<file path="src/rtl/nws_pkg.sv">
package nws_pkg;
   localparam int NWS_LANES = 2;

   typedef enum logic [7:0] {
      ST_IDLE    = 8'h01,
      ST_LATCH   = 8'h02,
      ST_X0_CMD  = 8'h04,
      ST_X0_WAIT = 8'h08,
      ST_RESTART = 8'h10,
      ST_X1_CMD  = 8'h20,
      ST_X1_WAIT = 8'h40,
      ST_DONE    = 8'h80
   } nws_state_e;
endpackage

</file>
<file path="src/rtl/nws_lane_bank.sv">
module nws_lane_bank #(
   parameter int LANES  = 2,
   parameter int LANE_W = 8
) (
   input  logic                    clk,
   input  logic                    rst_n,
   input  logic [LANES-1:0]        cap,
   input  logic [LANES*LANE_W-1:0] din,
   output logic [LANES*LANE_W-1:0] q
);
   if (LANES < 1) begin : g_bad_lanes
      $error("nws_lane_bank: LANES must be at least 1");
   end
   if (LANE_W < 1) begin : g_bad_width
      $error("nws_lane_bank: LANE_W must be at least 1");
   end

   for (genvar i = 0; i < LANES; i++) begin : g_lane
      logic [LANE_W-1:0] hold_q;
      always_ff @(posedge clk or negedge rst_n) begin
         if (!rst_n)      hold_q <= '0;
         else if (cap[i]) hold_q <= din[i*LANE_W +: LANE_W];
      end
      assign q[i*LANE_W +: LANE_W] = hold_q;
   end
endmodule

</file>
<file path="src/rtl/nws_wait_timer.sv">
module nws_wait_timer #(
   parameter int TMO_W = 8
) (
   input  logic             clk,
   input  logic             rst_n,
   input  logic             in_wait,
   input  logic             ready,
   input  logic [TMO_W-1:0] limit,
   output logic             expired
);
   if (TMO_W < 1) begin : g_bad_tmo
      $error("nws_wait_timer: TMO_W must be at least 1");
   end

   logic [TMO_W-1:0] cnt_q;

   assign expired = in_wait && (cnt_q == limit);

   always_ff @(posedge clk or negedge rst_n) begin
      if (!rst_n)                          cnt_q <= '0;
      else if (!in_wait || ready || expired) cnt_q <= '0;
      else                                 cnt_q <= cnt_q + 1'b1;
   end

   assert_cnt_bound_R11: assert property (@(posedge clk) disable iff (!rst_n)
      (in_wait && $stable(limit)) |-> (cnt_q <= limit));
endmodule

</file>
<file path="src/rtl/nws_ctrl.sv">
module nws_ctrl
   import nws_pkg::*;
(
   input  logic       clk,
   input  logic       rst_n,
   input  logic       mst_start,
   input  logic       mst_is16,
   input  logic       mst_write,
   input  logic       slv_wide16,
   input  logic       slv_wide32,
   input  logic [1:0] mst_be,
   input  logic       slv_nows,
   input  logic       slv_chrdy,
   input  logic       tmo_expired,
   output nws_state_e state_q,
   output logic       accept,
   output logic       in_wait,
   output logic       ready,
   output logic       timeout_hit
);
   nws_state_e state_d;
   logic       fast_q;
   logic [1:0] be_q;

   assign accept      = (state_q == ST_LATCH) && mst_is16 && mst_write &&
                        !slv_wide16 && !slv_wide32 && (mst_be != 2'b00);
   assign in_wait     = (state_q == ST_X0_WAIT) || (state_q == ST_X1_WAIT);
   assign ready       = in_wait && (fast_q || slv_chrdy);
   assign timeout_hit = in_wait && !ready && tmo_expired;

   always_comb begin
      state_d = state_q;
      case (state_q)
         ST_IDLE:    if (mst_start) state_d = ST_LATCH;
         ST_LATCH: begin
            if (!accept)        state_d = ST_IDLE;
            else if (mst_be[0]) state_d = ST_X0_CMD;
            else                state_d = ST_X1_CMD;
         end
         ST_X0_CMD:  state_d = ST_X0_WAIT;
         ST_X0_WAIT: begin
            if (ready)            state_d = be_q[1] ? ST_RESTART : ST_DONE;
            else if (timeout_hit) state_d = ST_DONE;
         end
         ST_RESTART: state_d = ST_X1_CMD;
         ST_X1_CMD:  state_d = ST_X1_WAIT;
         ST_X1_WAIT: if (ready || timeout_hit) state_d = ST_DONE;
         ST_DONE:    state_d = ST_IDLE;
         default:    state_d = ST_IDLE;
      endcase
   end

   always_ff @(posedge clk or negedge rst_n) begin
      if (!rst_n) begin
         state_q <= ST_IDLE;
         fast_q  <= 1'b0;
         be_q    <= 2'b00;
      end else begin
         state_q <= state_d;
         if (accept) be_q <= mst_be;
         if (state_q == ST_X0_CMD || state_q == ST_X1_CMD) fast_q <= slv_nows;
         else if (state_q == ST_IDLE)                      fast_q <= 1'b0;
      end
   end

   assert_state_onehot_R2: assert property (@(posedge clk) disable iff (!rst_n)
      $onehot(state_q));
   assert_fast_one_wait_R5: assert property (@(posedge clk) disable iff (!rst_n)
      ((state_q == ST_X0_CMD || state_q == ST_X1_CMD) && slv_nows) |=> ##1 !in_wait);
   assert_skip_restart_R9: assert property (@(posedge clk) disable iff (!rst_n)
      (accept && mst_be == 2'b10) |=> (state_q == ST_X1_CMD));
endmodule

</file>
<file path="src/rtl/nws_seq.sv">
module nws_seq
   import nws_pkg::*;
#(
   parameter int LANE_W = 8,
   parameter int TMO_W  = 8
) (
   input  logic                clk,
   input  logic                rst_n,
   input  logic                mst_start,
   input  logic                mst_is16,
   input  logic                mst_write,
   input  logic                mst_mem,
   input  logic [1:0]          mst_be,
   input  logic [2*LANE_W-1:0] mst_data,
   input  logic                slv_wide16,
   input  logic                slv_wide32,
   input  logic                slv_nows,
   input  logic                slv_chrdy,
   input  logic [TMO_W-1:0]    tmo_limit,
   output logic [1:0]          lane_lat,
   output logic                lane0_oe,
   output logic                lane1_oe,
   output logic                copy_dn_en,
   output logic                nar_start,
   output logic                nar_mem_wr,
   output logic                nar_io_wr,
   output logic                nar_a0,
   output logic                nar_a1,
   output logic                nar_bhe_n,
   output logic [LANE_W-1:0]   nar_data,
   output logic                ack_wide16,
   output logic                ack_wide32,
   output logic                steer_busy,
   output logic                tmo_err
);
   localparam int DATA_W = NWS_LANES * LANE_W;

   if (LANE_W < 1 || LANE_W > 64) begin : g_bad_lane_w
      $error("nws_seq: LANE_W out of range");
   end
   if (TMO_W < 1 || TMO_W > 32) begin : g_bad_tmo_w
      $error("nws_seq: TMO_W out of range");
   end

   nws_state_e       state_q;
   logic             accept, in_wait, ready, timeout_hit, tmo_expired;
   logic             mem_q, err_q;
   logic [DATA_W-1:0] held;
   logic             in_x0, in_x1, cmd_on, in_rst, in_done;

   nws_ctrl u_ctrl (
      .clk         (clk),
      .rst_n       (rst_n),
      .mst_start   (mst_start),
      .mst_is16    (mst_is16),
      .mst_write   (mst_write),
      .slv_wide16  (slv_wide16),
      .slv_wide32  (slv_wide32),
      .mst_be      (mst_be),
      .slv_nows    (slv_nows),
      .slv_chrdy   (slv_chrdy),
      .tmo_expired (tmo_expired),
      .state_q     (state_q),
      .accept      (accept),
      .in_wait     (in_wait),
      .ready       (ready),
      .timeout_hit (timeout_hit)
   );

   nws_wait_timer #(.TMO_W(TMO_W)) u_timer (
      .clk     (clk),
      .rst_n   (rst_n),
      .in_wait (in_wait),
      .ready   (ready),
      .limit   (tmo_limit),
      .expired (tmo_expired)
   );

   nws_lane_bank #(.LANES(NWS_LANES), .LANE_W(LANE_W)) u_lanes (
      .clk   (clk),
      .rst_n (rst_n),
      .cap   ({NWS_LANES{accept}}),
      .din   (mst_data),
      .q     (held)
   );

   always_ff @(posedge clk or negedge rst_n) begin
      if (!rst_n) begin
         mem_q <= 1'b0;
         err_q <= 1'b0;
      end else begin
         if (accept) mem_q <= mst_mem;
         if (accept)           err_q <= 1'b0;
         else if (timeout_hit) err_q <= 1'b1;
      end
   end

   assign in_x0   = (state_q == ST_X0_CMD) || (state_q == ST_X0_WAIT);
   assign in_x1   = (state_q == ST_X1_CMD) || (state_q == ST_X1_WAIT);
   assign in_rst  = (state_q == ST_RESTART);
   assign in_done = (state_q == ST_DONE);
   assign cmd_on  = in_x0 || in_x1;

   assign lane_lat   = {NWS_LANES{accept}};
   assign lane0_oe   = in_x0;
   assign lane1_oe   = in_x1;
   assign copy_dn_en = in_x1;
   assign nar_start  = in_rst;
   assign nar_mem_wr = cmd_on && mem_q;
   assign nar_io_wr  = cmd_on && !mem_q;
   assign nar_a0     = in_x1 || in_rst;
   assign nar_a1     = 1'b0;
   assign nar_bhe_n  = !(in_x0 || in_x1 || in_rst);
   assign nar_data   = in_x0 ? held[0 +: LANE_W] :
                       in_x1 ? held[LANE_W +: LANE_W] : '0;
   assign ack_wide16 = in_done;
   assign ack_wide32 = in_done;
   assign steer_busy = !(state_q == ST_IDLE || state_q == ST_LATCH);
   assign tmo_err    = err_q;

   assert_cmd_exclusive_R4: assert property (@(posedge clk) disable iff (!rst_n)
      !(nar_mem_wr && nar_io_wr));
   assert_restart_then_cmd_R7: assert property (@(posedge clk) disable iff (!rst_n)
      nar_start |=> (nar_mem_wr || nar_io_wr) && lane1_oe);
   assert_lane_oe_exclusive_R8: assert property (@(posedge clk) disable iff (!rst_n)
      !(lane0_oe && lane1_oe));
   assert_ack_single_R10: assert property (@(posedge clk) disable iff (!rst_n)
      ack_wide16 |=> !ack_wide16 && !steer_busy);
   assert_cmd_end_R10: assert property (@(posedge clk) disable iff (!rst_n)
      $fell(lane0_oe || lane1_oe) |-> (nar_start || ack_wide16));
   assert_timeout_flag_R11: assert property (@(posedge clk) disable iff (!rst_n)
      timeout_hit |=> tmo_err && ack_wide32);
endmodule

</file>
<file path="config.mk">
export PLATFORM = sky130hd
export DESIGN_NAME = nws_seq
export DESIGN_NICKNAME = d
export VERILOG_FILES = /design/src/rtl/nws_pkg.sv /design/src/rtl/nws_lane_bank.sv /design/src/rtl/nws_wait_timer.sv /design/src/rtl/nws_ctrl.sv /design/src/rtl/nws_seq.sv
export SDC_FILE = /design/constraint.sdc
export NUM_CORES = 1
export LEC_CHECK = 0
export CORE_ASPECT_RATIO = 2
export CORE_MARGIN = 4
export CORE_UTILIZATION = 30
export DETAILED_ROUTE_END_ITERATION = 10
export DONT_BUFFER_PORTS = 1
export PLACE_DENSITY = 0.48
export SLEW_MARGIN = 5
export SYNTH_ARGS = -nofsm -noshare
export SYNTH_HDL_FRONTEND = slang
export SYNTH_HIERARCHICAL = 1
export SYNTH_SLANG_ARGS = --single-unit
</file>
<file path="constraint.sdc">
create_clock -name clk -period 2.7 [get_ports clk]
set_input_delay 0 -clock clk [delete_from_list [all_inputs] [get_ports clk]]
set_output_delay 0 -clock clk [all_outputs]
set_load 0.01 [all_outputs]
</file>
==> results of run 1 <==
==> registers in the layout (all words and copies together) (netlist names) <==
| signal | cells |
|---|---|
| u_ctrl/fast_q | 1 |
| tmo_err | 1 |
| u_timer/cnt_q | 8 |
| mem_q | 1 |
| u_ctrl/be_q | 1 |
| u_ctrl/state_q | 8 |
| u_lanes/g_lane.hold_q | 16 |
==> area by class of cell <==
| cell class | instances | area share |
|---|---|---|
| clock buffer | 8 | 0.05243 |
| timing repair buffer | 29 | 0.1097 |
| inverter | 6 | 0.008658 |
| tap | 90 | 0.04329 |
| sequential | 36 | 0.3468 |
| multi-input combinational | 149 | 0.4392 |
==> cells in the mapped netlist, types with 2 or more instances <==
master	count	share of area
xor2_1	7	0.029
o21ai_0	5	0.012
and3_1	4	0.012
nor3_1	8	0.019
mux2i_1	2	0.0093
buf_6	2	0.010
buf_2	2	0.0047
nor4_4	2	0.020
nor2_2	3	0.0087
buf_4	6	0.021
nor2_1	20	0.035
inv_1	6	0.010
xnor2_1	11	0.045
clkbuf_1	2	0.0035
a211oi_1	2	0.0070
nor4_1	3	0.0087
a21oi_1	9	0.021
nand3_1	21	0.049
nand2_1	11	0.019
dfrtp_1	35	0.41
mux2_4	16	0.11
and2_1	2	0.0058
==> power groups by stage <==
| stage | sequential (W) | combinational (W) | clock, W |
|---|---|---|---|
| after CTS | 0.000719 | 0.000427 | 0.000577 |
| after floorplan | 0.000713 | 0.000298 | 0 |
| after global routing | 0.000733 | 0.000454 | 0.000596 |
| final | 0.000717 | 0.000420 | 0.000556 |
| after global placement | 0.000724 | 0.000385 | 0 |
| after detailed placement | 0.000725 | 0.000382 | 0 |
==> worst max path at each step <==
stage / from / endpoint / slack, ps / cells after the start
2_1_floorplan: u_ctrl/state_q[6]$_DFFE_PN0P_ / u_lanes/g_lane[0].hold_q[0]$_DFFE_PN0P_ / 740 / 6
3_3_place_gp: u_ctrl/state_q[5]$_DFFE_PN0P_ / u_lanes/g_lane[0].hold_q[0]$_DFFE_PN0P_ / 550 / 5
3_5_place_dp: u_ctrl/state_q[6]$_DFFE_PN0P_ / u_lanes/g_lane[1].hold_q[0]$_DFFE_PN0P_ / 570 / 5
4_1_cts: u_ctrl/state_q[5]$_DFFE_PN0P_ / lane_lat[0] / 490 / 5
5_1_grt: u_ctrl/state_q[5]$_DFFE_PN0P_ / lane_lat[1] / 400 / 5
6_report: u_ctrl/state_q[5]$_DFFE_PN0P_ / lane_lat[0] / 520 / 5
==> worst max-delay path: stages, from the launching register on <==
cell,delay (ps)
dfrtp_1,520
nor2_2,250
nand3_2,160
nor4b_4,340
buf_4,400
buf_4,220
==> per-stage QoR <==
step | power [W] | util
finish | 0.001692 | 0.3748
detailed placement | 0.001108 | 0.3205
CTS | 0.001723 | 0.3748
floorplan | 0.001010 | -
global route | 0.001783 | 0.3748
global placement | 0.001109 | 0.3205
==> layer usage <==
layer | vias up | wire (µm)
met1 | 776 | 1960
li1 | 758 | -
met5 | - | 0
met3 | 11 | 282
met2 | 43 | 2867
met4 | 0 | 176
==> cells by family after synthesis <==
kind of cell	after synthesis	synth area share
XOR/XNOR	20	0.08863
buffers and inverters	18	0.05014
adder cells (fa/ha/maj)	1	0.005830
AND/OR/NAND/NOR	83	0.2181
AO/OA/AOI/OAI	25	0.08863
flip-flops	36	0.4204
multiplexers	19	0.1265
other	1	0.001748
==> results.yml, run 1 <==
status:
  outcome: "completed"
logic_synthesis:
  ys_warn_count: 6
  netlist_instances: 203
  syn_nets: 240
  synth.cell_area_um2: 2146
  netlist-cell-type-count: 46
  yosysSeqAreaShare: 0.4204
  ys_ff_latch: 36
  synth-async-reset-ratio: 1.000
  synth_enable_flop_cells: 0
  syn_avg_cell_area_um2: 10.57
  synthFlopType: "dfrtp_1"
die:
  rows: 43
  die-area_um2: 8652
  die_y_um: 127.6
  io_pins: 59
  start_util: 0.3092
  die_w_um: 67.80
  core_area_um2: 6940
timing:
  fin_hold_ws_ps: 21.30
  worst_slew_pin_slew_ps: 590.7
  setup_viol: 0
  maxSlewViolCount: 0
  setup_tns_ps: 0
  fin_skew_ps: 4.393
  fin_crit_ps: 2183
  max_freq_mhz: 458.2
  relSlewSlack: 0.6032
  fin_ws_ps: 517.4
  rsz0062_at_grt: "no"
  fin_crit_sh: 0.8084
  hold_viol_final: 0
clock_network:
  postCtsSetupBuffers: 0
  htreeDepth: 2
  clock_path_buffers: 2
  cts-buffers-inserted: 5
  cts_hold_buffers: 23
  cts_tree: "done"
  cts_num_sinks: 36
  cts_resized: 0
  worstSkewPairLatency_ps: 280
  clk_pin_slew_ps: 50
  clockRootBuffer: "clkbuf_16"
global_route:
  grt_overflow: 0
  antenna_found_initial: 0
  grt_pass1_vias: 1718
  grt_pass1_wl_mm: 8.383
  busiest_layer: "met2"
  grtUsageMet3: 0.02814
  use_met1: 0.1268
  use_met2: 0.2401
  grt_max_degree: 37
  track_usage: 0.1304
detailed_routing:
  post-route-drc-count: 0
  drt_iter0_drc: 57
  route.antenna.remaining_nets: 0
  wl_per_cell_um: 16.62
  first_pass_iters: 4
  vias: 1588
  vias_per_cell: 4.994
  wirelength_mm: 5.286
power_and_ir_drop:
  power_frac_clock: 0.328
  p_seq_frac: 0.424
  combPwrFrac: 0.248
  switching_share: 0.2879
  p_leak_nw: 1.100
  internal_power_w: 0.001205
  powerDensity_nw_per_um2: 650.6
  p_switching_w: 0.0004872
  max-vdd-ir-drop_mv: 0.2348
finish:
  drive_gt1_frac: 0.1930
  final_common_cell: "dfrtp_1"
  n_antenna_cell: 0
  syn_to_final_growth_pct: 21.22
  multi_input_area_um2: 1142
  layout.nets: 264
  final_area_um2: 2601
  mostFrequentLayoutCells: "dfrtp_1 (35), dlygate4sd3_1 (22), nand3_1 (21)"
  ff_latch_area_um2: 902.1
  fillers: 683
  final_cells: 318
setup_path:
  rr_worst_depth: 5
  crit_fanout: 19
  required_ps: 2700
  endpoint_kind: "output port"
  path_class: "flip-flop to output port"
  cp.arrival_ps: 2180
  reg2reg_to: "u_lanes/g_lane[1].hold_q[0]$_DFFE_PN0P_"
  r2r_start: "u_ctrl/state_q[5]$_DFFE_PN0P_"
  r2r_slack_ps: 570
  startpoint_type: "flip-flop"
place:
  io_buffers: 0
  dpl.cell_count: 287
  hpwlAfterDp_mm: 3.820
  pre_cts_ws_ps: 571.3
  dpl-instance-area_um2: 2225
  routabilityCongestion: 0.8075
hold_path:
  hp-class: "input port to flip-flop"
  min_from: "slv_chrdy"
  hold_end: "u_ctrl/state_q[4]$_DFFE_PN0P_"
  hold_depth: 2
run:
  max_cap_violations: 0
(Power assumes the default switching activity.)
==> run 2: changes to the inputs <==
PLACE_DENSITY = 0.49   (was 0.48)
clock period = 1.8 ns   (was 2.7 ns; I/O delays follow)
==> results.yml, run 2 (synthesis results as in run 1) <==
finish:
  mostFrequentLayoutCells: "buf_4 (38), dfrtp_1 (30), dlygate4sd3_1 (23)"
  largest_reg_flops: 16
  final_cells: 357
  largest-register: "u_lanes/g_lane.hold_q"
  fillers: 647
  syn_to_final_growth_pct: 45.25
  n_antenna_cell: 0
  final_common_cell: "buf_4"
  layout.nets: 303
  drive_gt1_frac: 0.4007
  top_regs: "u_lanes/g_lane.hold_q: 16 flops, u_ctrl/state_q: 8 flops, u_timer/cnt_q: 8 flops"
detailed_routing:
  wl_per_cell_um: 16.81
  vias_per_cell: 4.818
  route.antenna.remaining_nets: 0
  wirelength_mm: 6.002
  vias: 1720
  first_pass_iters: 4
  drt_iter0_drc: 49
  post-route-drc-count: 0
timing:
  worst_slew_pin_slew_ps: 540.4
  setup_tns_ps: 0
  max_freq_mhz: 564.0
  maxSlewViolCount: 0
  fin_crit_ps: 1773
  fin_ws_ps: 27.04
  fin_skew_ps: 2.805
  relSlewSlack: 0.6385
  hold_viol_final: 0
  rsz0062_at_grt: "yes"
  fin_hold_ws_ps: 65.48
  fin_crit_sh: 0.9850
  setup_viol: 0
power_and_ir_drop:
  p_leak_nw: 1.341
  powerDensity_nw_per_um2: 877.3
  power_w: 0.002734
  max-vdd-ir-drop_mv: 0.3975
place:
  pre_cts_ws_ps: 5.422
  io_buffers: 0
  hpwlAfterDp_mm: 4.299
  dpl.cell_count: 316
  routabilityCongestion: 0.8031
clock_network:
  clockRootBuffer: "clkbuf_16"
  clock_path_buffers: 2
  htreeDepth: 2
  clk_pin_slew_ps: 50
  cts-buffers-inserted: 5
  cts_num_sinks: 36
  worstSkewPairLatency_ps: 270
  cts_tree: "done"
global_route:
  antenna_found_initial: 0
  grt_overflow: 0
  grt_pass1_vias: 1852
  grt_pass1_wl_mm: 9.004
  track_usage: 0.1406
  grt_max_degree: 37
die:
  core_area_um2: 6940
  io_pins: 59
  die_w_um: 67.80
  rows: 43
  start_util: 0.3092
  die-area_um2: 8652
  die_y_um: 127.6
setup_path:
  r2r_start: "u_ctrl/state_q[6]$_DFFE_PN0P_"
  startpoint_type: "flip-flop"
  worst_path_max_delay_cell: "dfrtp_2"
  cp_common_cell: "buf_4"
  path_buf_inv: 3
  crit_fanout: 5
  crit_start: "u_ctrl/state_q[3]$_DFFE_PN0P_"
  cpPeakStageDelay_ps: 430
  crit_family: "buffers and inverters"
  crit_end: "nar_data[2]"
  endpoint_kind: "output port"
  rr_worst_depth: 6
  crit_cells: 6
  path_class: "flip-flop to output port"
  r2r_slack_ps: 50
  cp.arrival_ps: 1770
  required_ps: 1800
  reg2reg_to: "u_lanes/g_lane[0].hold_q[3]$_DFFE_PN0P_"
  path_cells: "buf_6 > nor4_4 > buf_4 > nand3_2 > a21oi_2 > buf_4"
status:
  outcome: "completed"
hold_path:
  hp-class: "input port to flip-flop"
run:
  max_cap_violations: 0
-- run 2: cell count changes in the layout (fill, tap and decap cells not counted), sizes merged --
cell / change
clkbuf: +3
dlygate4sd3: +1
buf: +35
-- run 2: metrics by stage --
stage                     utilization  cell area [µm²]
after floorplan                     -             2163
after global placement         0.3548             2462
after detailed placement       0.3548             2462
after CTS                      0.4145             2877
after global routing           0.4491             3117
final                          0.4491             3117
-- run 2: area by class of cell --
cell class | instances | area (µm²) | share of cell area
Tap cell | 90 | 112.6 | 0.03613
Sequential cell | 36 | 908.4 | 0.2914
Multi-Input combinational cell | 149 | 1274 | 0.4087
Clock buffer | 8 | 146.4 | 0.04697
Inverter | 6 | 22.52 | 0.007226
Timing Repair Buffer | 68 | 653.1 | 0.2096
-- run 2: what timing repair did --
item,in CTS,in global routing
setup endpoints to repair,19,40
buffers inserted,0,6
gates cloned,0,3
gates resized for setup,3,28
pin swaps,1,14
hold buffers,24,0
hold endpoints to repair,60,0
-- run 2: worst reg2reg max path, cell delays in order (launching register included) --
cell and delay, ps:
dfrtp_2 450, nor2_4 110, nand3_2 110, nor4b_4 300, buf_6 190, clkbuf_16 180, mux2_4 300
-- run 2: worst min path at each step --
stage | from | to | cells after the start
after CTS | slv_chrdy | tmo_err$_DFFE_PN0P_ | 4
after floorplan | rst_n | mem_q$_DFFE_PN0P_ | 0
after detailed placement | rst_n | u_lanes/g_lane[1].hold_q[6]$_DFFE_PN0P_ | 0
final | slv_chrdy | u_ctrl/state_q[6]$_DFFE_PN0P_ | 4
after global placement | rst_n | u_lanes/g_lane[1].hold_q[6]$_DFFE_PN0P_ | 0
after global routing | slv_chrdy | u_ctrl/state_q[6]$_DFFE_PN0P_ | 4
-- run 2: routing by layer --
layer	track usage	vias up	wire length [µm]
met2	0.2527	40	3379
met1	0.1395	828	2152
li1	-	841	-
met3	0.03166	11	257
met4	0.08441	0	213
met5	0	-	0
-- run 2: power by group --
part / internal (W) / switching (W)
logic: 0.000444 / 0.000388
registers: 0.000958 / 0.0000908
clock network: 0.000551 / 0.000303
total: 0.00195 / 0.000781
==> run 3: changes to the inputs <==
CTS_BUF_LIST = sky130_fd_sc_hd__clkbuf_8 sky130_fd_sc_hd__clkbuf_16   (was default)
==> results.yml, run 3 (synthesis results as in run 1) <==
timing:
  fin_skew_ps: 2.386
  maxSlewViolCount: 0
  fin_crit_sh: 0.9850
  fin_hold_ws_ps: 65.56
  max_freq_mhz: 564.0
  setup_tns_ps: 0
  relSlewSlack: 0.6372
  worst_slew_pin_slew_ps: 542.3
  fin_crit_ps: 1773
  hold_viol_final: 0
  setup_viol: 0
  rsz0062_at_grt: "yes"
clock_network:
  clock_path_buffers: 2
  cts_num_sinks: 36
  clockRootBuffer: "clkbuf_16"
  cts-buffers-inserted: 5
  worstSkewPairLatency_ps: 270
  clk_pin_slew_ps: 50
  htreeDepth: 2
  cts_tree: "done"
place:
  hpwlAfterDp_mm: 4.299
  io_buffers: 0
  routabilityCongestion: 0.8031
detailed_routing:
  vias: 1724
  wl_per_cell_um: 16.85
  drt_iter0_drc: 49
  wirelength_mm: 6.017
  first_pass_iters: 4
  route.antenna.remaining_nets: 0
  post-route-drc-count: 0
  vias_per_cell: 4.829
power_and_ir_drop:
  p_switching_w: 0.0007837
  internal_power_w: 0.001941
  max-vdd-ir-drop_mv: 0.3851
  switching_share: 0.2876
  p_seq_frac: 0.385
  combPwrFrac: 0.305
  powerDensity_nw_per_um2: 874.3
  p_leak_nw: 1.349
  power_frac_clock: 0.310
setup_path:
  startpoint_type: "flip-flop"
  r2r_start: "u_ctrl/state_q[6]$_DFFE_PN0P_"
  crit_start: "u_ctrl/state_q[3]$_DFFE_PN0P_"
  cp.arrival_ps: 1770
  path_class: "flip-flop to output port"
  required_ps: 1800
  crit_fanout: 5
  endpoint_kind: "output port"
global_route:
  antenna_found_initial: 0
  track_usage: 0.1406
  grt_overflow: 0
  grt_pass1_wl_mm: 9.004
  grt_pass1_vias: 1852
  grt_max_degree: 37
die:
  io_pins: 59
  core_area_um2: 6940
  start_util: 0.3092
  die_w_um: 67.80
  rows: 43
  die_y_um: 127.6
  die-area_um2: 8652
finish:
  top_regs: "u_lanes/g_lane.hold_q: 16 flops, u_ctrl/state_q: 8 flops, u_timer/cnt_q: 8 flops"
  syn_to_final_growth_pct: 45.25
  fillers: 647
  n_antenna_cell: 0
  largest-register: "u_lanes/g_lane.hold_q"
  final_common_cell: "buf_4"
  mostFrequentLayoutCells: "buf_4 (38), dfrtp_1 (30), dlygate4sd3_1 (23)"
  largest_reg_flops: 16
  layout.nets: 303
  drive_gt1_frac: 0.4007
hold_path:
  min_from: "slv_chrdy"
  hp-class: "input port to flip-flop"
run:
  max_cap_violations: 0
status:
  outcome: "completed"
## run 3: cell types whose count changed in the layout (fill, tap and decap cells not counted), sizes merged
cell    previous run  this run
clkbuf            11         9
inv                6         8
## run 3: stage by stage
step	area, µm²	worst slack, ps	std cells	power, W	utilization
after detailed placement	2462	5.422	316	0.001761	0.3548
after global placement	2462	40.80	316	0.001745	0.3548
final	3117	26.92	357	0.002725	0.4491
after CTS	2877	-5.853	348	0.002717	0.4145
after floorplan	2163	-110.5	203	0.001518	-
after global routing	3117	-44.42	357	0.002862	0.4491
## run 3: repair_timing
action	in CTS	in global routing
pin swaps	1	14
cloned	0	3
hold endpoints to repair	60	0
setup buffers	0	6
endpoints found under the setup margin	19	40
hold buffers	24	0
resized for setup	3	28
## run 3: power groups by stage
stage,sequential [W],combinational (W),clock (W)
5_1_grt,0.00106,0.000894,0.000908
3_3_place_gp,0.00105,0.000699,0
2_1_floorplan,0.00107,0.000448,0
4_1_cts,0.00104,0.000796,0.000881
3_5_place_dp,0.00105,0.000708,0
6_report,0.00105,0.000832,0.000845
## run 3: worst max-delay path, stage by stage, from the launching register on
cell and delay (ps):
dfrtp_2 430, buf_6 140, nor4_4 380, buf_4 180, nand3_2 70, a21oi_2 160
buf_4 140
## run 3: worst paths after layout
| check | endpoint | slack (ps) | cells after the start |
|---|---|---|---|
| setup reg to reg | u_lanes/g_lane[0].hold_q[3]$_DFFE_PN0P_ | 50 | 6 |
| hold / removal | u_ctrl/state_q[6]$_DFFE_PN0P_ | 70 | 4 |
| hold reg to reg | u_timer/cnt_q[0]$_DFF_PN0_ | 500 | 1 |
| max in group asynchronous | u_ctrl/state_q[0]$_DFFE_PN1P_ | 1350 | 2 |
| setup / recovery | nar_data[2] | 30 | 6 |
| min in group asynchronous | u_ctrl/state_q[4]$_DFFE_PN0P_ | 190 | 2 |
## run 3: cell type report
type	count	area (µm²)	share of cell area
flip-flops and latches	36	908.4	0.2914
well taps	90	112.6	0.03613
inverters	6	22.52	0.007226
clock inverters	2	7.507	0.002409
multi-input cells	149	1274	0.4087
repair buffers	68	653.1	0.2096
clock buffers	6	138.9	0.04456
## run 3: routing by layer
layer | global-route usage | share of wire | vias to the layer above | wire length [µm]
met5 | 0 | 0 | - | 0
met4 | 0.08441 | 0.035 | 0 | 213
met3 | 0.03166 | 0.043 | 11 | 257
met2 | 0.2527 | 0.56 | 40 | 3389
met1 | 0.1395 | 0.36 | 833 | 2158
li1 | - | - | 840 | -
